--- config.mk ---
export PLATFORM = sky130hd
export DESIGN_NAME = window_watchdog
export DESIGN_NICKNAME = d
export VERILOG_FILES = /design/src/rtl/wdg_pkg.sv /design/src/rtl/wdg_tick_timer.sv /design/src/rtl/wdg_viol_ctr.sv /design/src/rtl/wdg_rst_stretch.sv /design/src/rtl/window_watchdog.sv
export SDC_FILE = /design/constraint.sdc
export NUM_CORES = 1
export LEC_CHECK = 0
export BUFFER_PORTS_ARGS = -buffer_cell sky130_fd_sc_hd__buf_2
export CORE_MARGIN = 10
export CORE_UTILIZATION = 45
export CTS_CLUSTER_SIZE = 12
export DETAILED_ROUTE_END_ITERATION = 16
export MAX_ROUTING_LAYER = met4
export PLACE_DENSITY = 0.69
export SYNTH_ARGS = -nofsm -noshare
export SYNTH_HDL_FRONTEND = slang
export SYNTH_HIERARCHICAL = 1
export SYNTH_SLANG_ARGS = --single-unit
--- constraint.sdc ---
create_clock -name clk -period 2.8 [get_ports clk]
set_input_delay 0.42 -clock clk [delete_from_list [all_inputs] [get_ports clk]]
set_output_delay 0.42 -clock clk [all_outputs]
set_load 0.02 [all_outputs]
--- src/rtl/wdg_pkg.sv ---
package wdg_pkg;

  typedef enum logic [2:0] {
    WD_IDLE  = 3'd0,
    WD_START = 3'd1,
    WD_SHUT  = 3'd2,
    WD_OPEN  = 3'd3,
    WD_TRIP  = 3'd4
  } wd_state_e;

  localparam int unsigned WIN_W = 10;  // holds up to 864 ticks

  // Linear map of an 8-bit code onto 1..864 ticks, rounded.
  function automatic logic [WIN_W-1:0] win_ticks(input logic [7:0] code);
    logic [17:0] prod;
    logic [17:0] quot;
    prod = 18'(code) * 18'd863 + 18'd127;
    quot = prod / 18'd255;
    return WIN_W'(quot + 18'd1);
  endfunction

  // Reset pulse length in units of 100 us.
  function automatic logic [10:0] rst_units(input logic [2:0] code);
    logic [10:0] u;
    case (code)
      3'd0: u = 11'd2;
      3'd1: u = 11'd10;
      3'd2: u = 11'd100;
      3'd3: u = 11'd160;
      3'd4: u = 11'd200;
      3'd5: u = 11'd700;
      3'd6: u = 11'd1000;
      default: u = 11'd2000;
    endcase
    return u;
  endfunction

endpackage

--- src/rtl/wdg_tick_timer.sv ---
module wdg_tick_timer #(
  parameter int unsigned TMR_W = 13
) (
  input  logic             clk,
  input  logic             rst_n,
  input  logic             run,
  input  logic             tick,
  input  logic             load,
  input  logic [TMR_W-1:0] load_val,
  output logic             expire
);

  logic [TMR_W-1:0] cnt_q;

  assign expire = tick && (cnt_q == TMR_W'(1));

  always_ff @(posedge clk or negedge rst_n) begin
    if (!rst_n)               cnt_q <= '0;
    else if (!run)            cnt_q <= '0;
    else if (load)            cnt_q <= load_val;
    else if (tick && cnt_q != '0) cnt_q <= cnt_q - TMR_W'(1);
  end

  // each tick outside a load takes exactly one off the remaining time
  assert_tick_step_R2: assert property (@(posedge clk) disable iff (!rst_n)
    (run && !load && tick && cnt_q > TMR_W'(1)) |=> (cnt_q == $past(cnt_q) - TMR_W'(1)));

endmodule

--- src/rtl/wdg_viol_ctr.sv ---
module wdg_viol_ctr #(
  parameter int unsigned VIOL_W = 3
) (
  input  logic              clk,
  input  logic              rst_n,
  input  logic              kill,
  input  logic              clr,
  input  logic              inc,
  input  logic [VIOL_W-1:0] max_viol,
  output logic              trip,
  output logic              fault
);

  localparam int unsigned CNT_W = VIOL_W + 1;

  logic [CNT_W-1:0] count_q;

  // count + 1 > max is the same as count >= max
  assign trip = inc && !fault && (count_q >= CNT_W'(max_viol));

  always_ff @(posedge clk or negedge rst_n) begin
    if (!rst_n) begin
      count_q <= '0;
      fault   <= 1'b0;
    end else if (kill) begin
      count_q <= '0;
      fault   <= 1'b0;
    end else begin
      if (clr)                         count_q <= '0;
      else if (inc && count_q != '1)   count_q <= count_q + CNT_W'(1);
      if (trip)                        fault   <= 1'b1;
    end
  end

  // the count only ever steps up by one or returns to zero
  assert_count_step_R5: assert property (@(posedge clk) disable iff (!rst_n)
    (count_q != $past(count_q)) |-> (count_q == $past(count_q) + CNT_W'(1) || count_q == '0));

  // a new fault only follows a count that had reached the limit
  assert_trip_limit_R8: assert property (@(posedge clk) disable iff (!rst_n)
    $rose(fault) |-> ($past(count_q) >= CNT_W'($past(max_viol))));

endmodule

--- src/rtl/wdg_rst_stretch.sv ---
module wdg_rst_stretch #(
  parameter int unsigned CYC_PER_100US = 5000
) (
  input  logic       clk,
  input  logic       rst_n,
  input  logic       kill,
  input  logic       start,
  input  logic [2:0] dly_code,
  output logic       pulse
);
  import wdg_pkg::*;

  localparam int unsigned LONGEST = 2000 * CYC_PER_100US;
  localparam int unsigned CW      = $clog2(LONGEST + 1);

  logic [CW-1:0] cnt_q;
  logic [CW-1:0] len;

  assign len = CW'(rst_units(dly_code)) * CW'(CYC_PER_100US);

  always_ff @(posedge clk or negedge rst_n) begin
    if (!rst_n) begin
      cnt_q <= '0;
      pulse <= 1'b0;
    end else if (kill) begin
      cnt_q <= '0;
      pulse <= 1'b0;
    end else if (start) begin
      cnt_q <= len;
      pulse <= 1'b1;
    end else if (cnt_q != '0) begin
      cnt_q <= cnt_q - CW'(1);
      pulse <= (cnt_q != CW'(1));
    end
  end

  // the pulse never outlives its counter
  assert_pulse_bounded_R10: assert property (@(posedge clk) disable iff (!rst_n)
    (pulse && cnt_q == CW'(1) && !start && !kill) |=> !pulse);

endmodule

--- src/rtl/window_watchdog.sv ---
module window_watchdog #(
  parameter int unsigned VIOL_W        = 3,
  parameter int unsigned MULT_W        = 3,
  parameter int unsigned CYC_PER_100US = 5000
) (
  input  logic              clk,
  input  logic              rst_n,
  input  logic              tick_ms,
  input  logic              svc_pulse,
  input  logic              wd_pin_en,
  input  logic              cfg_wd_en,
  input  logic [7:0]        cfg_close,
  input  logic [7:0]        cfg_open,
  input  logic [VIOL_W-1:0] cfg_max_viol,
  input  logic [MULT_W-1:0] cfg_start_mult,
  input  logic              cfg_route_rst,
  input  logic              cfg_route_irq,
  input  logic [2:0]        cfg_rst_dly,
  output logic              wd_fault,
  output logic              wd_irq,
  output logic              wd_rst_req
);
  import wdg_pkg::*;

  localparam int unsigned TMR_W = WIN_W + MULT_W;

  wd_state_e        st_q, st_d;
  logic             run;
  logic             ld;
  logic [TMR_W-1:0] ld_val;
  logic [TMR_W-1:0] close_len, open_len, start_len;
  logic             expire;
  logic             v_inc, v_clr, trip;

  assign run       = cfg_wd_en && wd_pin_en;
  assign close_len = TMR_W'(win_ticks(cfg_close));
  assign open_len  = TMR_W'(win_ticks(cfg_open));
  assign start_len = open_len * TMR_W'(cfg_start_mult);

  always_comb begin
    st_d   = st_q;
    ld     = 1'b0;
    ld_val = close_len;
    v_inc  = 1'b0;
    v_clr  = 1'b0;
    if (!run) begin
      st_d = WD_IDLE;
    end else begin
      case (st_q)
        WD_IDLE: begin
          ld = 1'b1;
          if (cfg_start_mult != '0) begin
            st_d   = WD_START;
            ld_val = start_len;
          end else begin
            st_d = WD_SHUT;
          end
        end
        WD_START: begin
          if (svc_pulse) begin
            st_d = WD_SHUT; ld = 1'b1;
          end else if (expire) begin
            v_inc = 1'b1; st_d = WD_SHUT; ld = 1'b1;
          end
        end
        WD_SHUT: begin
          if (svc_pulse) begin
            v_inc = 1'b1; ld = 1'b1;
          end else if (expire) begin
            st_d = WD_OPEN; ld = 1'b1; ld_val = open_len;
          end
        end
        WD_OPEN: begin
          if (svc_pulse) begin
            v_clr = 1'b1; st_d = WD_SHUT; ld = 1'b1;
          end else if (expire) begin
            v_inc = 1'b1; st_d = WD_SHUT; ld = 1'b1;
          end
        end
        default: st_d = st_q;
      endcase
    end
  end

  always_ff @(posedge clk or negedge rst_n) begin
    if (!rst_n) st_q <= WD_IDLE;
    else        st_q <= (run && trip) ? WD_TRIP : st_d;
  end

  wdg_tick_timer #(.TMR_W(TMR_W)) u_timer (
    .clk      (clk),
    .rst_n    (rst_n),
    .run      (run),
    .tick     (tick_ms),
    .load     (ld),
    .load_val (ld_val),
    .expire   (expire)
  );

  wdg_viol_ctr #(.VIOL_W(VIOL_W)) u_viol (
    .clk      (clk),
    .rst_n    (rst_n),
    .kill     (!run),
    .clr      (v_clr),
    .inc      (v_inc),
    .max_viol (cfg_max_viol),
    .trip     (trip),
    .fault    (wd_fault)
  );

  wdg_rst_stretch #(.CYC_PER_100US(CYC_PER_100US)) u_rst (
    .clk      (clk),
    .rst_n    (rst_n),
    .kill     (!run),
    .start    (trip && cfg_route_rst),
    .dly_code (cfg_rst_dly),
    .pulse    (wd_rst_req)
  );

  always_ff @(posedge clk or negedge rst_n) begin
    if (!rst_n) wd_irq <= 1'b0;
    else        wd_irq <= run && cfg_route_irq && (trip || wd_fault);
  end

  // losing either enable clears every output at the next edge
  assert_disable_clears_R11: assert property (@(posedge clk) disable iff (!rst_n)
    !run |=> (!wd_fault && !wd_irq && !wd_rst_req));

  // the interrupt level never appears without the fault
  assert_irq_needs_fault_R9: assert property (@(posedge clk) disable iff (!rst_n)
    wd_irq |-> wd_fault);

  // a reset request only starts together with a new fault
  assert_rst_on_trip_R10: assert property (@(posedge clk) disable iff (!rst_n)
    $rose(wd_rst_req) |-> $rose(wd_fault));

  // the fault is latched while enabled
  assert_fault_latched_R8: assert property (@(posedge clk) disable iff (!rst_n)
    (wd_fault && run) |=> wd_fault);

endmodule

Word level (Yosys, flattened, before mapping)
Cells that the tools add are included.
{"block": "word_totals", "latch_bits": 0, "wordCells": 98, "n_memories": 0, "in_bits": 33, "ff_bits": 47, "mem_bits_rw": 0, "out_inout_bits": 3, "rom_bits": 0}
{"block": "op_classes", "n_addsub": 7, "n_eq_ne": 20, "div": 2, "n_mux": 37, "mul": 4, "n_shift": 0, "bitwise_logic": 0, "n_reduce_logical": 20, "order_cmp": 1}
{"cell": "$pmux 11 s7", "count": 1}
{"cell": "$mux 24", "count": 3}
{"cell": "$mux 13", "count": 4}
{"cell": "$add 18x7->18 const B", "count": 2}
{"cell": "$div 18x8->18 const B", "count": 2}
{"cell": "$mul 8x10->18 const B", "count": 2}
{"cell": "$pmux 13 s2", "count": 1}
{"cell": "$ne 24x1->1 const B", "count": 1}
{"cell": "$reduce_bool 24->1", "count": 1}
{"cell": "$sub 24x1->24 const B", "count": 1}
{"cell": "$mul 11x10->21 const B", "count": 1}
{"cell": "$add 10x1->10 const B", "count": 2}
{"cell": "$mux 10", "count": 2}
{"cell": "$mux 3", "count": 6}
{"cell": "$eq 13x1->1 const B", "count": 1}
{"cell": "$mul 10x3->13", "count": 1}
{"cell": "$mux 1", "count": 13}
{"cell": "$reduce_bool 13->1", "count": 1}
{"cell": "$sub 13x1->13 const B", "count": 1}
{"cell": "$eq 3x2->1 const B", "count": 4}
{"cell": "$mux 4", "count": 3}
{"cell": "$logic_and 1x1->1", "count": 10}
{"cell": "$eq 3x3->1 const B", "count": 3}
{"cell": "$ne 3x1->1 const B", "count": 3}
{"cell": "18 further kinds", "count": 22}

Depth between registers and ports, before layout
Gate-level depths: netlist (run 1).
{"block": "logic_depth", "word_depth": 11, "mapped_depth": 69, "depth_no_buf": 62}

Modules after synthesis
The synthesis (run 1) kept the hierarchy.
{"module": "window_watchdog", "seq_area_each_um2": 100.1, "area_each_um2": 11279.6, "instances": 1, "cells_each": 1508}
{"module": "wdg_rst_stretch", "seq_area_each_um2": 625.6, "area_each_um2": 2780.2, "instances": 1, "cells_each": 309}
{"module": "wdg_tick_timer", "seq_area_each_um2": 325.3, "area_each_um2": 938.4, "instances": 1, "cells_each": 109}
{"module": "wdg_viol_ctr", "seq_area_each_um2": 125.1, "area_each_um2": 336.6, "instances": 1, "cells_each": 34}

Worst setup path before layout (run 1)
Ideal clock, no wire load.
{"block": "synth_path", "path_kind": "input -> register", "start": "input cfg_open[5]", "end": "register u_timer.cnt_q[9]", "required_time_ns": 2.724, "path_buffers": 2, "t_arrival_ns": 13.901, "setup_time_ns": 0.076, "setup_slack_ns": -11.177, "path_stages": 63, "path_cell_list": "fa_1 inv_1 fa_1 inv_1 fa_1 inv_1 fa_1 inv_1 ha_1 or3_1 o22ai_1 o32ai_1 a211oi_2 nand4_1 nor4_1 o22a_1 mux2_2 nor2_2 [... 27 more ...] nand2_1 fa_1 inv_1 ha_1 a21o_1 a21o_1 a21o_1 a21oi_1 o21bai_1 a21oi_1 xnor2_1 nand2_1 nor2_1 a21oi_1 a22oi_1 a22o_1 a21oi_1 o21ai_1"}
{"block": "synth_via", "elab_chain_len": 9, "elab_cells_between_ends": 11, "cone_classes": "add/sub: 2; mul: 2; div: 1; mux: 6"}
{"item": "start: declaration", "line": "window_watchdog.sv:13", "text": "input logic [7:0] cfg_open,"}
{"item": "$mul 8x10->18 (*)", "line": "wdg_pkg.sv:17", "text": "prod = 18'(code) * 18'd863 + 18'd127;"}
{"item": "$add 18x7->18 (*)", "line": "wdg_pkg.sv:17"}
{"item": "$div 18x8->18 (*)", "line": "wdg_pkg.sv:18", "text": "quot = prod / 18'd255;"}
{"item": "$add 10x1->10 (*)", "line": "wdg_pkg.sv:19", "text": "return WIN_W'(quot + 18'd1);"}
{"item": "$mul 10x3->13 / $mux 10 (equally long branches)", "line": "window_watchdog.sv:38, window_watchdog.sv:69"}
{"item": "$mux 13 / $mux 10 (equally long branches)", "line": "window_watchdog.sv:52, window_watchdog.sv:67"}
{"item": "$pmux 13 s2 (*)", "line": "window_watchdog.sv:49", "text": "case (st_q)"}
{"item": "net ld_val[9]", "line": "window_watchdog.sv:30", "text": "logic [TMR_W-1:0] ld_val;"}
{"item": "$mux 13 (*)", "line": "wdg_tick_timer.sv:20", "text": "else if (load) cnt_q <= load_val;"}
{"item": "$mux 13 (*)", "line": "wdg_tick_timer.sv:19", "text": "else if (!run) cnt_q <= '0;"}
{"item": "end signal: assignment", "line": "wdg_tick_timer.sv:20"}
{"item": "end signal: assignment", "line": "wdg_tick_timer.sv:21", "text": "else if (tick && cnt_q != '0) cnt_q <= cnt_q - TMR_W'(1);"}
{"item": "end: declaration", "line": "wdg_tick_timer.sv:13", "text": "logic [TMR_W-1:0] cnt_q;"}
Mark *: on every way through the listed nets, which the timed path passes. The rest lies on a longest branch.
A chain may end at the register's enable or synchronous reset.

Final worst setup path (run 1)
{"block": "layout_path", "start": "input cfg_open[7]", "end": "register u_timer.cnt_q[7]"}
The elaborated chain is that of the path after synthesis.

==> impl_metrics.toml, run 1 <==
[grt]
grt_pass1_vias = 18864
grt_pass1_wl_mm = 88.1
gr-total-overflow = 0
grt_use_total_pct = 24.9
grt_antenna_before_repair = 0
grt_start_max_net_pins = 48

[placement]
dp.cells = 3110
dp_hpwl_mm = 42.1
globalplace.congestion = 0.985
portBuffers = 35

[clocking]
cts_tree = "built"
cts_made_buffers = 5
clockRootBuffer = "clkbuf_16"
clock_path_buffers = 2
clkTransAtPathRegs_ns = 0.07
cts_sinks = 47
htreeDepth = 2
cts_hold_buffers = 0
clkLatencyLatePin_ns = 0.30

[drt]
drtIter0Drc = 1611
vias = 19382
routed_wl_mm = 58.9
viasPerCell = 6.02
firstDrtPassIters = 6
ant_nets = 0
wl_per_cell_um = 18.3
drc = 0

[floorplan]
dieArea_um2 = 41900
io-pin-count = 36
start_util_pct = 45.6
dieWidth_um = 205
core_um2 = 33600
num_rows = 67
die_h_um = 205

[critical_path]
crit_type = "in2reg"
crit_top_cell = "buf_4"
endpoint_kind = "flop"
critical_path.top_delay_family = "compound AO/OA/AOI/OAI gates"
path_buf_inv = 23
worst_setup_path_start_kind = "input pin"
critPathSlowestCell = "fa_2"
cp.required_ns = 2.97
cp.arrival_ns = 13.76
cpPeakStageDelay_ns = 0.56
critPathMaxFanout = 5

[cells_and_area]
fin_util_pct = 73.1
nFillCells = 2287
area_growth_pct = 60.4
num_antenna_cells = 0
finalNonFillerCells = 3218
drive_above_1_share_pct = 47.1
layout_common_cells = "buf_4, inv_1, nand2_1"
layout_commonest_cell = "buf_4"
nets = 3033

[sta]
max_freq_mhz = 73.6
skew_ns = 0.00858
slew_headroom_pct = 27.0
fin_ws_ns = -10.79
min_period_ns = 13.59
rsz0062_at_grt = "yes"
period_share_pct = 485
finalSetupViolations = 20
slew_violations = 0
final-hold-violation-count = 0
worstMarginPinSlew_ns = 1.09

[synthesis]
synth-edff-count = 0
synth_flop_cell = "dfrtp_1"
synth_area_um2 = 15300
yosysWarnings = 6
ys_types = 137
synth-async-reset-ratio_pct = 100
syn_inst = 1960
ys_ff_latch = 47
synth_nets = 2224
seq_area_frac_synth_pct = 7.67
avgSynthCellArea_um2 = 7.82

[status]
violations = "setup timing"
status = "complete, but fails checks"

[min_path]
hold_class = "in2async"

[run]
drv_cap = 0
-- area by class of cell --
class,count,area (um2),share of cell area [%]
clock buffer,6,129,0.524
sequential,47,1180,4.78
multi-input combinational,1682,15500,62.9
inverter,168,638,2.60
timing repair buffer,865,6600,26.8
tap,448,561,2.28
clock inverter,2,16.3,0.0661
-- cell usage after synthesis, drive strengths merged (47+ instances only) --
cell type	n	area (um2)
a211oi	54	498
nand3	67	350
a21oi	109	557
nand2	164	621
fa	74	1480
o21ai	84	428
ha	157	1960
nor2	140	543
inv	166	623
xnor2	76	666
nor3	80	415
dfrtp	47	1180
-- logic make-up after synthesis --
group                      count (synthesis)  share of synthesized area [%]
other                                      1                         0.0245
buffers and inverters                    231                           6.01
adders and majority gates                235                           22.7
muxes                                     24                           1.68
AOI/OAI and AO/OA                        601                           30.2
DFF                                       47                           7.67
and+or+nand+nor                          699                           24.6
xor gates and xnor gates                 122                           7.06
-- state kept, by name (all words and copies together), names as in the netlist --
name,flops
u_viol/fault,1
u_timer/cnt_q,13
u_rst/cnt_q,24
u_viol/count_q,4
wd_irq,1
u_rst/pulse,1
st_q,3
-- per-stage QoR --
stage               setup WS [ns]  cell area (um2)  setup TNS (ns)  hold slack [ns]
floorplan                  -10.28            16200         -128.91            0.124
global placement           -10.44            22100         -136.57            0.555
detailed placement         -10.96            22100         -143.51            0.559
CTS                        -10.11            23500         -129.40            0.351
global route               -11.31            24600         -145.55            0.358
finish                     -10.79            24600         -138.27            0.329
-- what timing repair did --
item / in CTS / in global routing
pin swaps: 111 / 115
endpoints found under the setup margin: 27 / 33
gates resized for setup: 156 / 155
setup buffers: 62 / 40
endpoints found under the hold margin: 0 / 0
-- final timing paths --
path,cells past startpoint,startpoint,end,slack [ns]
worst max-delay path,70,cfg_open[7],u_timer/cnt_q[7]$_DFFE_PN0P_,-10.79
worst min-delay path,1,rst_n,u_timer/cnt_q[6]$_DFFE_PN0P_,0.33
worst max register to register,13,u_timer/cnt_q[10]$_DFFE_PN0P_,u_rst/cnt_q[18]$_DFFE_PN0P_,0.08
worst min register to register,1,u_viol/count_q[3]$_DFFE_PN0P_,u_viol/count_q[3]$_DFFE_PN0P_,0.58
max in group asynchronous,1,rst_n,u_rst/cnt_q[14]$_DFFE_PN0P_,1.79
min in group clk,3,cfg_route_irq,wd_irq$_DFF_PN0_,0.35
-- metal layers --
| layer | wire [um] | vias up | global-route usage (%) |
|---|---|---|---|
| met2 | 30100 | 897 | 45.0 |
| li1 | - | 8969 | - |
| met4 | 2730 | 0 | 6.53 |
| met1 | 23000 | 9235 | 29.3 |
| met3 | 3070 | 281 | 1.77 |
| met5 | 0 | - | - |
-- worst register-to-register path, stage by stage, from the launching register on --
cell      delay, ns
dfrtp_1        0.40
nor3_2         0.25
nand3_2        0.15
nor2_4         0.17
nand2_1        0.08
nor2_1         0.10
a31oi_1        0.06
nor3_2         0.16
nor3b_2        0.22
and2_1         0.20
buf_4          0.14
clkinv_1       0.24
o311a_1        0.22
a211oi_2       0.24
Power of run 1 is left out: the tool's default activity adds up to more than one toggle a clock period on the data nets, which glitch-free logic cannot reach.
==> run 2, diff against run 1 <==
--- a/config.mk
+++ b/config.mk
@@ -5,6 +5,7 @@
 export SDC_FILE = /design/constraint.sdc
 export NUM_CORES = 1
 export LEC_CHECK = 0
+export ABC_AREA = 1
 export BUFFER_PORTS_ARGS = -buffer_cell sky130_fd_sc_hd__buf_2
 export CORE_MARGIN = 10
 export CORE_UTILIZATION = 45
==> run 2 against run 1 <==
Net effect: first-iteration DRC count is 31% lower; global-route usage shrank 3.9 points; sequential cell count unchanged; synthesized cell count is 33% higher; non-clock buffer count shrank 190; clock skew fell by 0.0024 ns; critical path depth up 22; critical path type unchanged; the run still ends with setup timing left; sequential share of layout area is 0.19 points higher.
==> impl_metrics.toml, run 2 <==
[cells_and_area]
largestRegisters = "u_rst/cnt_q (24), u_timer/cnt_q (13), u_viol/count_q (4)"
layout_commonest_cell = "nand2_1"
drive_above_1_share_pct = 40.9
num_antenna_cells = 0
finalNonFillerCells = 3735
largest_register_ffs = 24
layout_common_cells = "nand2_1, buf_4, inv_1"
area_growth_pct = 49.3
regMostFlops = "u_rst/cnt_q"
nets = 3544

[min_path]
hold_class = "in2async"

[sta]
slew_headroom_pct = 62.9
skew_ns = 0.00620
rsz0062_at_grt = "yes"
period_share_pct = 444
final-hold-violation-count = 0
finalSetupViolations = 22
min_period_ns = 12.44
max_freq_mhz = 80.4
slew_violations = 0
hold_slack_ns = 0.0452
worstMarginPinSlew_ns = 0.554
fin_ws_ns = -9.64

[floorplan]
start_util_pct = 45.8
dieArea_um2 = 43200
core_um2 = 34600
num_rows = 68
io-pin-count = 36
die_h_um = 208
dieWidth_um = 208

[synthesis]
yosys-top-cells-area = "nand2_1, ha_1, inv_1"
yosysWarnings = 6
ys_types = 65
synth-edff-count = 0
synth_top_cells_by_count = "nand2_1, inv_1, nor2_1, nand3_1, ha_1"
synthMostInstantiatedCell = "nand2_1"
seq_area_frac_synth_pct = 7.41
synth_area_um2 = 15900
ys_ff_latch = 47
yosys.area.top_type = "nand2_1"
synth_top_area_share_pct = 17.5
synth-async-reset-ratio_pct = 100
synth_flop_cell = "dfrtp_1"
syn_inst = 2614
synth_nets = 2878
avgSynthCellArea_um2 = 6.07

[placement]
globalplace.congestion = 0.968
portBuffers = 35
dp.cells = 3615
dp_hpwl_mm = 37.0

[critical_path]
cpPeakStageDelay_ns = 0.59
endpoint_kind = "flop"
timing.rr.start = "u_timer/cnt_q[1]$_DFFE_PN0P_"
cp.required_ns = 3.04
timing.critical_path.from = "cfg_open[7]"
crit_type = "in2reg"
cp.arrival_ns = 12.67
crit_top_cell = "nand2_2"
critPathMaxFanout = 6
worst_setup_path_start_kind = "input pin"
critPathSlowestCell = "fa_2"

[status]
status = "complete, but fails checks"
violations = "setup timing"

[drt]
drc = 0
firstDrtPassIters = 6
drtIter0Drc = 1107
viasPerCell = 5.04
routed_wl_mm = 49.2
wl_per_cell_um = 13.2
vias = 18832
ant_nets = 0

[clocking]
clkLatencyLatePin_ns = 0.30
cts_tree = "built"
cts_made_buffers = 5
cts_sinks = 47
clockRootBuffer = "clkbuf_16"
cts_hold_buffers = 0
htreeDepth = 2
clkTransAtPathRegs_ns = 0.07
clock_path_buffers = 2

[grt]
grt_start_max_net_pins = 32
grt_use_total_pct = 21.1
grt_pass1_vias = 18348
grt_antenna_before_repair = 0
grt_pass1_wl_mm = 79.7
gr-total-overflow = 0

[run]
drv_cap = 0
==> run 2: worst paths after layout <==
check                           cells after the start                       endpoint  slack [ns]
worst max-delay path                               92  u_timer/cnt_q[12]$_DFFE_PN0P_       -9.64
worst max register to register                     21     u_rst/cnt_q[4]$_DFFE_PN0P_        0.10
max in group asynchronous                           2   u_timer/cnt_q[0]$_DFFE_PN0P_        1.95
worst min register to register                      2     u_rst/cnt_q[1]$_DFFE_PN0P_        0.57
min in group clk                                    3               wd_irq$_DFF_PN0_        0.37
worst min-delay path                                1    u_rst/cnt_q[20]$_DFFE_PN0P_        0.05
==> run 2: cell families after synthesis <==
| group | after synthesis | synth area share [%] |
|---|---|---|
| AOI/OAI and AO/OA | 222 | 8.46 |
| other | 1 | 0.0236 |
| xor gates and xnor gates | 51 | 2.96 |
| buffers and inverters | 538 | 13.3 |
| DFF | 47 | 7.41 |
| and+or+nand+nor | 1524 | 46.1 |
| adders and majority gates | 231 | 21.7 |
==> run 2: repair_timing <==
item	in CTS	in global routing
endpoints found under the setup margin	31	38
setup buffers	64	47
gates resized for setup	202	231
gates cloned	2	2
pin swaps	160	238
==> run 2: per-layer routing <==
layer	wire [um]	global-route usage (%)	vias to the layer above
met4	1230	3.59	0
met1	20900	25.1	8736
li1	-	-	9504
met2	25300	38.7	463
met3	1800	0.948	129
met5	0	-	-
==> run 2: critical path, delay by kind of cell <==
kind            cells  cell delay [ns]
compound gates      7             1.13
simple gates       57             6.01
xor+xnor            1             0.13
buf+inv            17             1.21
fa+ha+maj          10             3.72
==> run 2: area by class of cell <==
cell class	count	area (um2)
Clock buffer	5	125
Clock inverter	2	37.5
Fill cell	2776	10900
Inverter	519	2010
Multi-Input combinational cell	2032	14600
Sequential cell	47	1180
Tap cell	455	569
Timing Repair Buffer	675	5190
==> run 2: per-stage QoR <==
stage                     setup slack (ns)  area [um2]  util [%]  setup TNS (ns)
after CTS                            -9.22       22400      64.8         -115.06
after global routing                -10.41       23700      68.4         -132.75
final                                -9.64       23700      68.4         -121.23
after global placement               -9.44       21000      60.6         -122.22
after floorplan                      -8.76       16400         -         -108.69
after detailed placement             -9.85       21000      60.6         -127.76
Power of run 2 is left out for the same reason.
==> run 3, diff against run 2 <==
--- a/config.mk
+++ b/config.mk
@@ -13,6 +13,7 @@
 export DETAILED_ROUTE_END_ITERATION = 16
 export MAX_ROUTING_LAYER = met4
 export PLACE_DENSITY = 0.69
+export SETUP_SLACK_MARGIN = 0.1
 export SYNTH_ARGS = -nofsm -noshare
 export SYNTH_HDL_FRONTEND = slang
 export SYNTH_HIERARCHICAL = 1
==> run 3 against run 2 <==
Net effect: the flow still finishes with violations (setup timing); critical endpoint is now u_timer/cnt_q[8]$_DFFE_PN0P_; wire length decreased by 1.5%; cell area up 0.88%; first-iteration DRC count down 14%; count of clock-buffer cells in the layout rose by 1; clock skew rose by 0.0049 ns; worst hold slack better by 0.30 ns; critical path type unchanged; setup slack better by 0.0063 ns; sequential cell count unchanged; non-clock buffer count fell by 10.
==> impl_metrics.toml, run 3 (same netlist as run 2, synthesis figures left out) <==
[cells_and_area]
largest_register_ffs = 24
area_growth_pct = 50.6
layout_commonest_cell = "nand2_1"
largestRegisters = "u_rst/cnt_q (24), u_timer/cnt_q (13), u_viol/count_q (4)"
nets = 3532
drive_above_1_share_pct = 40.9
regMostFlops = "u_rst/cnt_q"
layout_common_cells = "nand2_1, buf_4, inv_1"

[status]
status = "complete, but fails checks"
violations = "setup timing"

[floorplan]
start_util_pct = 45.8
num_rows = 68
dieArea_um2 = 43200
core_um2 = 34600
dieWidth_um = 208
io-pin-count = 36
die_h_um = 208

[clocking]
clkLatencyLatePin_ns = 0.29
htreeDepth = 2
cts_made_buffers = 5
cts_sinks = 47
clkTransAtPathRegs_ns = 0.07
clockRootBuffer = "clkbuf_16"
clock_path_buffers = 2
cts_tree = "built"

[grt]
grt_pass1_vias = 18245
grt_antenna_before_repair = 0
gr-total-overflow = 0
grt_pass1_wl_mm = 80.3
grt_use_total_pct = 21.2
grt_start_max_net_pins = 48

[sta]
slew_violations = 0
min_period_ns = 12.43
period_share_pct = 444
skew_ns = 0.0111
rsz0062_at_grt = "yes"
fin_ws_ns = -9.63
worstMarginPinSlew_ns = 1.12
finalSetupViolations = 22
slew_headroom_pct = 25.2
max_freq_mhz = 80.4
final-hold-violation-count = 0

[placement]
globalplace.congestion = 0.925
portBuffers = 35
place_ws_ns = -9.84
dp_hpwl_mm = 36.3

[drt]
ant_nets = 0
drc = 0
vias = 18620
firstDrtPassIters = 5
routed_wl_mm = 48.4
drtIter0Drc = 957
viasPerCell = 5.00
wl_per_cell_um = 13.0

[critical_path]
cp.required_ns = 2.98
crit_type = "in2reg"
endpoint_kind = "flop"
cp.arrival_ns = 12.61
crit_top_cell = "nand2_2"
critPathSlowestCell = "fa_1"
cpPeakStageDelay_ns = 0.54
worst_setup_path_start_kind = "input pin"
critPathMaxFanout = 7

[min_path]
hold_class = "in2async"

[run]
drv_cap = 0
[run 3: cell types whose count changed in the layout (fill, tap and decap cells not counted), sizes merged]
cell,change
clkinvlp,-1
clkbuf,+2
bufinv,-1
a21oi,-1
buf,-11
inv,+2
diode,+1
nand3,-1
[run 3: per-layer routing]
metal	GRT usage [%]	part of all wire, %	vias up
met2	38.5	51	407
met1	25.5	43	8647
met3	1.20	3.3	91
li1	-	-	9475
met5	-	0	-
met4	3.39	2.0	0
[run 3: area by class of cell]
class / instances / area, um2
Fill cell: 2687 / 10700
Inverter: 519 / 2020
Clock inverter: 2 / 12.5
Antenna cell: 1 / 2.50
Sequential cell: 47 / 1180
Clock buffer: 6 / 129
Tap cell: 455 / 569
Timing Repair Buffer: 665 / 5210
Multi-Input combinational cell: 2030 / 14800
[run 3: stage by stage]
| step | cell area [um2] | hold WS, ns | utilization, % | instances | TNS, ns |
|---|---|---|---|---|---|
| 3_3_place_gp | 20900 | 0.534 | 60.3 | 3600 | -121.52 |
| 5_1_grt | 23900 | 0.399 | 69.0 | 3724 | -130.78 |
| 6_report | 23900 | 0.342 | 69.0 | 3725 | -120.31 |
| 3_5_place_dp | 20900 | 0.556 | 60.3 | 3600 | -126.37 |
| 4_1_cts | 22900 | 0.377 | 66.0 | 3689 | -113.70 |
| 2_1_floorplan | 16400 | 0.124 | - | 2614 | -108.69 |
[run 3: final timing paths]
| kind | depth (start not counted) | to | slack [ns] | start |
|---|---|---|---|---|
| worst max-delay path | 94 | u_timer/cnt_q[8]$_DFFE_PN0P_ | -9.63 | cfg_open[5] |
| worst min-delay path | 1 | u_rst/cnt_q[23]$_DFFE_PN0P_ | 0.34 | rst_n |
| worst max register to register | 18 | u_timer/cnt_q[8]$_DFFE_PN0P_ | 0.14 | u_timer/cnt_q[1]$_DFFE_PN0P_ |
| worst min register to register | 2 | u_viol/fault$_DFFE_PN0P_ | 0.56 | u_viol/fault$_DFFE_PN0P_ |
| max in group asynchronous | 1 | u_timer/cnt_q[3]$_DFFE_PN0P_ | 1.70 | rst_n |
| min in group clk | 3 | wd_irq$_DFF_PN0_ | 0.38 | cfg_route_irq |
[run 3: timing repair]
action / 4_1_cts / 5_1_grt
buffers inserted: 81 / 39
resized for setup: 299 / 181
hold buffers: 0 / 0
endpoints found under the setup margin: 24 / 38
gates cloned: 1 / 2
pin swaps: 190 / 180
[run 3: worst max-delay path, delay by kind of cell]
family	cells	cell delay, ns
AO/OA/AOI/OAI	8	1.32
XOR/XNOR	1	0.16
adder cells (fa/ha/maj)	10	3.51
buffers and inverters	18	1.60
AND/OR/NAND/NOR	57	5.57
Power of run 3 is left out for the same reason.
